## src/rtl/trx_pkg.sv

```systemverilog
package trx_pkg;
    localparam int XLEN    = 32;
    localparam int HALF    = XLEN / 2;
    localparam int PSW_ID  = 5;
    localparam int PSW_EP  = 6;
    localparam int PSW_NP  = 7;

    typedef enum logic [2:0] {
        ACT_NONE,
        ACT_NMI,
        ACT_TRAP,
        ACT_RET,
        ACT_OFF,
        ACT_ON
    } trx_act_e;

    typedef struct packed {
        logic [XLEN-1:0] psw;
        logic [XLEN-1:0] eipc;
        logic [XLEN-1:0] eipsw;
        logic [XLEN-1:0] fepc;
        logic [XLEN-1:0] fepsw;
        logic [XLEN-1:0] cause;
        logic [XLEN-1:0] rd_pc;
        logic            rd_vld;
    } trx_state_t;
endpackage

```

## src/rtl/trx_arbiter.sv

```systemverilog
module trx_arbiter
    import trx_pkg::*;
(
    input  logic     nmi_req,
    input  logic     trap_req,
    input  logic     ret_req,
    input  logic     off_req,
    input  logic     on_req,
    output trx_act_e act
);
    // Fixed priority; disable wins over enable.
    always_comb begin
        if (nmi_req)       act = ACT_NMI;
        else if (trap_req) act = ACT_TRAP;
        else if (ret_req)  act = ACT_RET;
        else if (off_req)  act = ACT_OFF;
        else if (on_req)   act = ACT_ON;
        else               act = ACT_NONE;
    end
endmodule

```

## src/rtl/trx_vector_map.sv

```systemverilog
module trx_vector_map #(
    parameter int          VEC_W      = 5,
    parameter int          ADDR_W     = 32,
    parameter int          CODE_W     = 16,
    parameter int          SPLIT      = 16,
    parameter logic [31:0] LO_ADDR    = 32'h40,
    parameter logic [31:0] HI_ADDR    = 32'h50,
    parameter logic [15:0] CAUSE_BASE = 16'h40
) (
    input  logic [VEC_W-1:0]  vec,
    output logic [ADDR_W-1:0] handler,
    output logic [CODE_W-1:0] code
);
    localparam logic [VEC_W:0] SPLIT_V = (VEC_W+1)'(SPLIT);

    always_comb begin
        handler = ({1'b0, vec} < SPLIT_V) ? ADDR_W'(LO_ADDR) : ADDR_W'(HI_ADDR);
        code    = CODE_W'(CAUSE_BASE) + CODE_W'(vec);
    end
endmodule

```

## src/rtl/trx_return_sel.sv

```systemverilog
module trx_return_sel
    import trx_pkg::*;
(
    input  logic [XLEN-1:0] psw,
    input  logic [XLEN-1:0] eipc,
    input  logic [XLEN-1:0] eipsw,
    input  logic [XLEN-1:0] fepc,
    input  logic [XLEN-1:0] fepsw,
    output logic            use_nmi_pair,
    output logic [XLEN-1:0] ret_pc,
    output logic [XLEN-1:0] ret_psw
);
    always_comb begin
        use_nmi_pair = psw[PSW_NP] & ~psw[PSW_EP];
        ret_pc       = use_nmi_pair ? fepc  : eipc;
        ret_psw      = use_nmi_pair ? fepsw : eipsw;
    end
endmodule

```

## src/rtl/trap_ret_ctl.sv

```systemverilog
module trap_ret_ctl
    import trx_pkg::*;
#(
    parameter int          VEC_W    = 5,
    parameter logic [31:0] NMI_ADDR = 32'h10,
    parameter logic [15:0] NMI_CODE = 16'h0010
) (
    input  logic             clk,
    input  logic             rst_n,
    input  logic             nmi_req_i,
    input  logic [XLEN-1:0]  nmi_pc_i,
    input  logic             trap_req_i,
    input  logic [VEC_W-1:0] trap_vec_i,
    input  logic [XLEN-1:0]  trap_pc_i,
    input  logic             ret_req_i,
    input  logic             irq_off_i,
    input  logic             irq_on_i,
    output logic [XLEN-1:0]  psw_o,
    output logic [XLEN-1:0]  eipc_o,
    output logic [XLEN-1:0]  eipsw_o,
    output logic [XLEN-1:0]  fepc_o,
    output logic [XLEN-1:0]  fepsw_o,
    output logic [XLEN-1:0]  cause_o,
    output logic             redir_vld_o,
    output logic [XLEN-1:0]  redir_pc_o
);
    localparam logic [XLEN-1:0] PC_STEP   = XLEN'(4);
    localparam logic [XLEN-1:0] PSW_RESET = XLEN'(1) << PSW_ID;

    trx_state_t st_q, st_d;
    trx_act_e   act;
    logic [XLEN-1:0] trap_handler;
    logic [HALF-1:0] trap_code;
    logic            use_nmi_pair;
    logic [XLEN-1:0] ret_pc, ret_psw;

    trx_arbiter u_arb (
        .nmi_req (nmi_req_i),
        .trap_req(trap_req_i),
        .ret_req (ret_req_i),
        .off_req (irq_off_i),
        .on_req  (irq_on_i),
        .act     (act)
    );

    trx_vector_map #(
        .VEC_W (VEC_W),
        .ADDR_W(XLEN),
        .CODE_W(HALF)
    ) u_vmap (
        .vec    (trap_vec_i),
        .handler(trap_handler),
        .code   (trap_code)
    );

    trx_return_sel u_rsel (
        .psw         (st_q.psw),
        .eipc        (st_q.eipc),
        .eipsw       (st_q.eipsw),
        .fepc        (st_q.fepc),
        .fepsw       (st_q.fepsw),
        .use_nmi_pair(use_nmi_pair),
        .ret_pc      (ret_pc),
        .ret_psw     (ret_psw)
    );

    always_comb begin
        st_d        = st_q;
        st_d.rd_vld = 1'b0;
        unique case (act)
            ACT_NMI: begin
                st_d.fepc             = nmi_pc_i;
                st_d.fepsw            = st_q.psw;
                st_d.psw[PSW_NP]      = 1'b1;
                st_d.psw[PSW_ID]      = 1'b1;
                st_d.cause[XLEN-1:HALF] = NMI_CODE;
                st_d.rd_vld           = 1'b1;
                st_d.rd_pc            = XLEN'(NMI_ADDR);
            end
            ACT_TRAP: begin
                st_d.eipc             = trap_pc_i + PC_STEP;
                st_d.eipsw            = st_q.psw;
                st_d.cause[HALF-1:0]  = trap_code;
                st_d.psw[PSW_EP]      = 1'b1;
                st_d.psw[PSW_ID]      = 1'b1;
                st_d.rd_vld           = 1'b1;
                st_d.rd_pc            = trap_handler;
            end
            ACT_RET: begin
                st_d.psw              = ret_psw;
                st_d.rd_vld           = 1'b1;
                st_d.rd_pc            = ret_pc;
            end
            ACT_OFF:  st_d.psw[PSW_ID] = 1'b1;
            ACT_ON:   st_d.psw[PSW_ID] = 1'b0;
            default: ;
        endcase
    end

    always_ff @(posedge clk or negedge rst_n) begin
        if (!rst_n) begin
            st_q     <= '0;
            st_q.psw <= PSW_RESET;
        end else begin
            st_q <= st_d;
        end
    end

    assign psw_o       = st_q.psw;
    assign eipc_o      = st_q.eipc;
    assign eipsw_o     = st_q.eipsw;
    assign fepc_o      = st_q.fepc;
    assign fepsw_o     = st_q.fepsw;
    assign cause_o     = st_q.cause;
    assign redir_vld_o = st_q.rd_vld;
    assign redir_pc_o  = st_q.rd_pc;

    logic trap_taken;
    assign trap_taken = trap_req_i & ~nmi_req_i;

    a_r1_save_pc: assert property (@(posedge clk) disable iff (!rst_n)
        trap_taken |=> (eipc_o == $past(trap_pc_i) + 32'd4) && (eipsw_o == $past(psw_o)));

    a_r2_cause_hi_kept: assert property (@(posedge clk) disable iff (!rst_n)
        trap_taken |=> cause_o[31:16] == $past(cause_o[31:16]));

    a_r3_ep_id_set: assert property (@(posedge clk) disable iff (!rst_n)
        trap_taken |=> psw_o[PSW_EP] && psw_o[PSW_ID]);

    a_r4_handler: assert property (@(posedge clk) disable iff (!rst_n)
        trap_taken |=> redir_vld_o &&
            (redir_pc_o == (($past(trap_vec_i) < 5'd16) ? 32'h40 : 32'h50)));

    a_r5_nmi_return: assert property (@(posedge clk) disable iff (!rst_n)
        (ret_req_i && !trap_req_i && !nmi_req_i && psw_o[PSW_NP] && !psw_o[PSW_EP])
        |=> redir_pc_o == $past(fepc_o) && psw_o == $past(fepsw_o));

    a_r6_exc_return: assert property (@(posedge clk) disable iff (!rst_n)
        (ret_req_i && !trap_req_i && !nmi_req_i && !(psw_o[PSW_NP] && !psw_o[PSW_EP]))
        |=> redir_pc_o == $past(eipc_o) && psw_o == $past(eipsw_o));

    a_r8_nmi_entry: assert property (@(posedge clk) disable iff (!rst_n)
        nmi_req_i |=> redir_vld_o && fepc_o == $past(nmi_pc_i) && psw_o[PSW_NP]);

    a_r11_quiet: assert property (@(posedge clk) disable iff (!rst_n)
        !(nmi_req_i || trap_req_i || ret_req_i) |=> !redir_vld_o);
endmodule

```

## config.mk

```make
export PLATFORM = sky130hd
export DESIGN_NAME = trap_ret_ctl
export DESIGN_NICKNAME = d
export VERILOG_FILES = /design/src/rtl/trx_pkg.sv /design/src/rtl/trx_arbiter.sv /design/src/rtl/trx_vector_map.sv /design/src/rtl/trx_return_sel.sv /design/src/rtl/trap_ret_ctl.sv
export SDC_FILE = /design/constraint.sdc
export NUM_CORES = 1
export LEC_CHECK = 0
export BUFFER_PORTS_ARGS = -buffer_cell sky130_fd_sc_hd__buf_2
export CAP_MARGIN = 15
export CORE_MARGIN = 5
export CORE_UTILIZATION = 46
export DETAILED_ROUTE_END_ITERATION = 16
export PLACE_DENSITY = 0.78
export SLEW_MARGIN = 10
export SYNTH_ARGS = -nofsm -noshare
export SYNTH_HDL_FRONTEND = slang
export SYNTH_SLANG_ARGS = --single-unit
```

## constraint.sdc

```tcl
create_clock -name clk -period 1.7 [get_ports clk]
set_input_delay 0.17 -clock clk [delete_from_list [all_inputs] [get_ports clk]]
set_output_delay 0.17 -clock clk [all_outputs]
set_load 0.05 [all_outputs]
```

==> out/metrics.yaml <==
peakVddDrop_mv: 1.10
wl_met1_mm: 10.6
clkPwrFrac: 0.256
synth.avg_cell_area_um2: 10.8
wire_per_inst_um: 17.8
tightest_slew_ns: 0.696
cp_max_fo: 18
hold_violations: 0
cts.sinks: 200
via_per_inst: 5.18
whs_path_depth: 3
maxSlewViolCount: 0
placed_area_um2: 10800
instances_no_fill: 1432
clk_latency_ns: 0.43
cts_tree: "done"
core_um2: 18800
r2r_cells: 4
cp_data_arrival_time_ns: 1.82
dp_hpwl_mm: 17.9
drv_cap: 0
path_clk_slew_ns: 0.07
rows: 50
worstHoldEndpoint: "eipc_o[31]$_DFFE_PN0N_"
r2r_start: "psw_o[7]$_DFFE_PN0P_"
total_power_mw: 16.5
rsz0062_at_grt: "false"
max_stage_delay_ns: 0.54
layout_commonest_cell: "buf_2"
drtIter0Drc: 320
finalInstanceArea_um2: 11800
register_area_um2: 5010
hold_class: "primary input to flip-flop"
crit_required_ns: 2.04
setup_viol: 0
num_vias: 7422
slew_headroom: 0.536
pwr-share-comb: 0.364
p_leak_nw: 5.97
power.share.switching: 0.424
cpLargestDelayFamily: "simple AND/OR/NAND/NOR gates"
rrSetupSlack_ns: 0.26
p_switching_mw: 7.01
fill_cells: 1512
chipHeight_um: 149
die_w_um: 149
endpoint_kind: "flip-flop"
synth_area_leaders: "dfrtp_1 56%, mux2_2 8.3%, mux2i_1 7.1%, nand2_1 6.3%, nor2_1 3.1%"
grt_pass1_wl_mm: 41.0
crit_path_frequent_cell: "or4_1"
synth-seq-area-share: 0.566
nNetsFinal: 1234
final_cell_mix: "273 x buf_2, 198 x dfrtp_1, 149 x nand2_1"
area_delta_synth_final_pct: 33.8
slowest_stage: "or4_1"
grt_max_degree: 55
drc: 0
grt_use_total: 0.233
period_minus_slack_ns: 1.48
synthCells: 817
multi_input_area_um2: 3540
cts_setup_buffers: 0
synth_edf_count: 0
setup_ws_ns: 0.219
yosys_warnings: 0
hold_start: "trap_pc_i[31]"
gp_congestion: 0.895
h-tree-depth: 4
wl_met3_mm: 1.57
async_flop_share: 1.00
critPathLaunchType: "primary input"
cts-buffers-inserted: 17
grt_overflow_total: 0
worstSetupPathType: "primary input to flip-flop"
outcome: "finished clean"
routed-wl-met2_mm: 12.5
p_int_mw: 9.51
drive_gt1_frac: 0.381
dp_cells: 1359
clock_path_buffers: 2
finalCritPeriodShare: 0.871
ys_types: 42
die-area_um2: 22100
antenna_found_initial: 2
place_worst_setup_slack_ns: -0.197
grt_pass1_vias: 7602
path_cells: "buf_2 > nand3_4 > or4_1 > buf_4 > or4_1 > a31oi_1"
whs_ns: 0.0194
ant_nets: 0
drt_pass1_iterations: 5
fmax_mhz: 675
wl_mm: 25.4
finClkSkew_ns: 0.00792
crit_buf_inv: 2
start_util: 0.470
synth.top_cell.area_share: 0.563
ys.flop_type: "dfrtp_1"
yosysTopAreaCell: "dfrtp_1"
r2r-end: "redir_pc_o[1]$_DFFE_PN0P_"
synth_area_um2: 8850
portBuffers: 275
p_seq_frac: 0.381
yosys_register_bits: 200
io_pins: 301
powerDensity_nw_per_um2: 1400
cts.root.buffer_cell: "clkbuf_16"
top_layer_used: "met4"
cells in the mapped netlist (2+ instances only):
cell type / instances
xor2_1: 5
a21oi_1: 33
nand3_1: 13
or2_2: 3
buf_1: 9
nor3_1: 5
o31ai_1: 8
o211ai_1: 4
buf_2: 4
and4_1: 3
nand4_1: 6
nand2b_1: 5
nor4_1: 3
dfrtp_1: 199
a211oi_1: 32
inv_1: 3
or4_1: 14
nor2_1: 74
a31oi_1: 10
o21ai_0: 15
xnor2_1: 9
and3_1: 2
buf_4: 25
mux2i_1: 63
clkbuf_1: 40
mux2_2: 65
nand2_1: 149
or3_1: 2
metrics by stage:
stage               utilization  TNS, ns
floorplan                     -        0
global placement          0.576    -1.28
CTS                       0.628        0
global route              0.629        0
detailed placement        0.576    -1.64
finish                    0.629        0
routing by layer:
| layer | vias to the layer above | track usage |
|---|---|---|
| li1 | 3459 | - |
| met2 | 274 | 0.386 |
| met1 | 3637 | 0.299 |
| met5 | - | 0 |
| met4 | 0 | 0.0891 |
| met3 | 52 | 0.0524 |
final cells by class:
cell class	count	share of cell area
sequential	200	0.423
multi-input combinational	559	0.299
tap	260	0.0275
clock buffer	19	0.0374
clock inverter	12	0.0137
inverter	3	0.000951
timing repair buffer	376	0.198
antenna	3	0.000634
sequential cells by signal (all words and copies together), names as in the netlist:
| register | count |
|---|---|
| cause_o | 7 |
| eipc_o | 32 |
| fepsw_o | 32 |
| redir_vld_o | 1 |
| redir_pc_o | 32 |
| eipsw_o | 32 |
| psw_o | 32 |
| fepc_o | 32 |
worst max path at each step:
stage,end,cells past startpoint,slack [ns],start
after floorplan,eipc_o[24]$_DFFE_PN0N_,6,0.03,trap_pc_i[2]
after global placement,eipc_o[27]$_DFFE_PN0N_,6,-0.16,trap_pc_i[12]
after detailed placement,eipc_o[28]$_DFFE_PN0N_,6,-0.20,trap_pc_i[12]
after CTS,redir_pc_o[4]$_DFFE_PN0P_,4,0.22,psw_o[7]$_DFFE_PN0P_
after global routing,redir_pc_o[1]$_DFFE_PN0P_,4,0.12,psw_o[7]$_DFFE_PN0P_
final,eipc_o[28]$_DFFE_PN0N_,6,0.22,trap_pc_i[12]
power groups by stage:
stage	sequential [mW]	clock, mW	combinational, mW
2_1_floorplan	9.19	0	1.45
3_3_place_gp	6.33	0	5.89
3_5_place_dp	6.37	0	5.99
4_1_cts	6.29	4.28	6.06
5_1_grt	6.41	4.53	6.35
6_report	6.29	4.23	6.01
cells by family (layout without fill, tap and decap cells):
| logic type | after synthesis | in the layout | synth area share |
|---|---|---|---|
| and+or+nand+nor | 285 | 285 | 0.142 |
| DFF | 200 | 200 | 0.566 |
| muxes | 128 | 128 | 0.154 |
| AOI/OAI and AO/OA | 106 | 106 | 0.0756 |
| buffers and inverters | 82 | 410 | 0.0468 |
| xor gates and xnor gates | 14 | 14 | 0.0139 |
| adders and majority gates | 1 | 1 | 0.00141 |
| other | 1 | 28 | 0.000424 |
worst reg2reg max path: stages (launching register included):
cell,delay (ns)
dfrtp_1,0.46
nand2b_4,0.16
buf_4,0.31
mux2i_1,0.14
a211oi_1,0.27
what timing repair did:
item / 4_1_cts / 5_1_grt
gates resized for setup: 0 / 0
hold buffers: 39 / 0
hold endpoints to repair: 85 / 0
(Power assumes the default switching activity.)
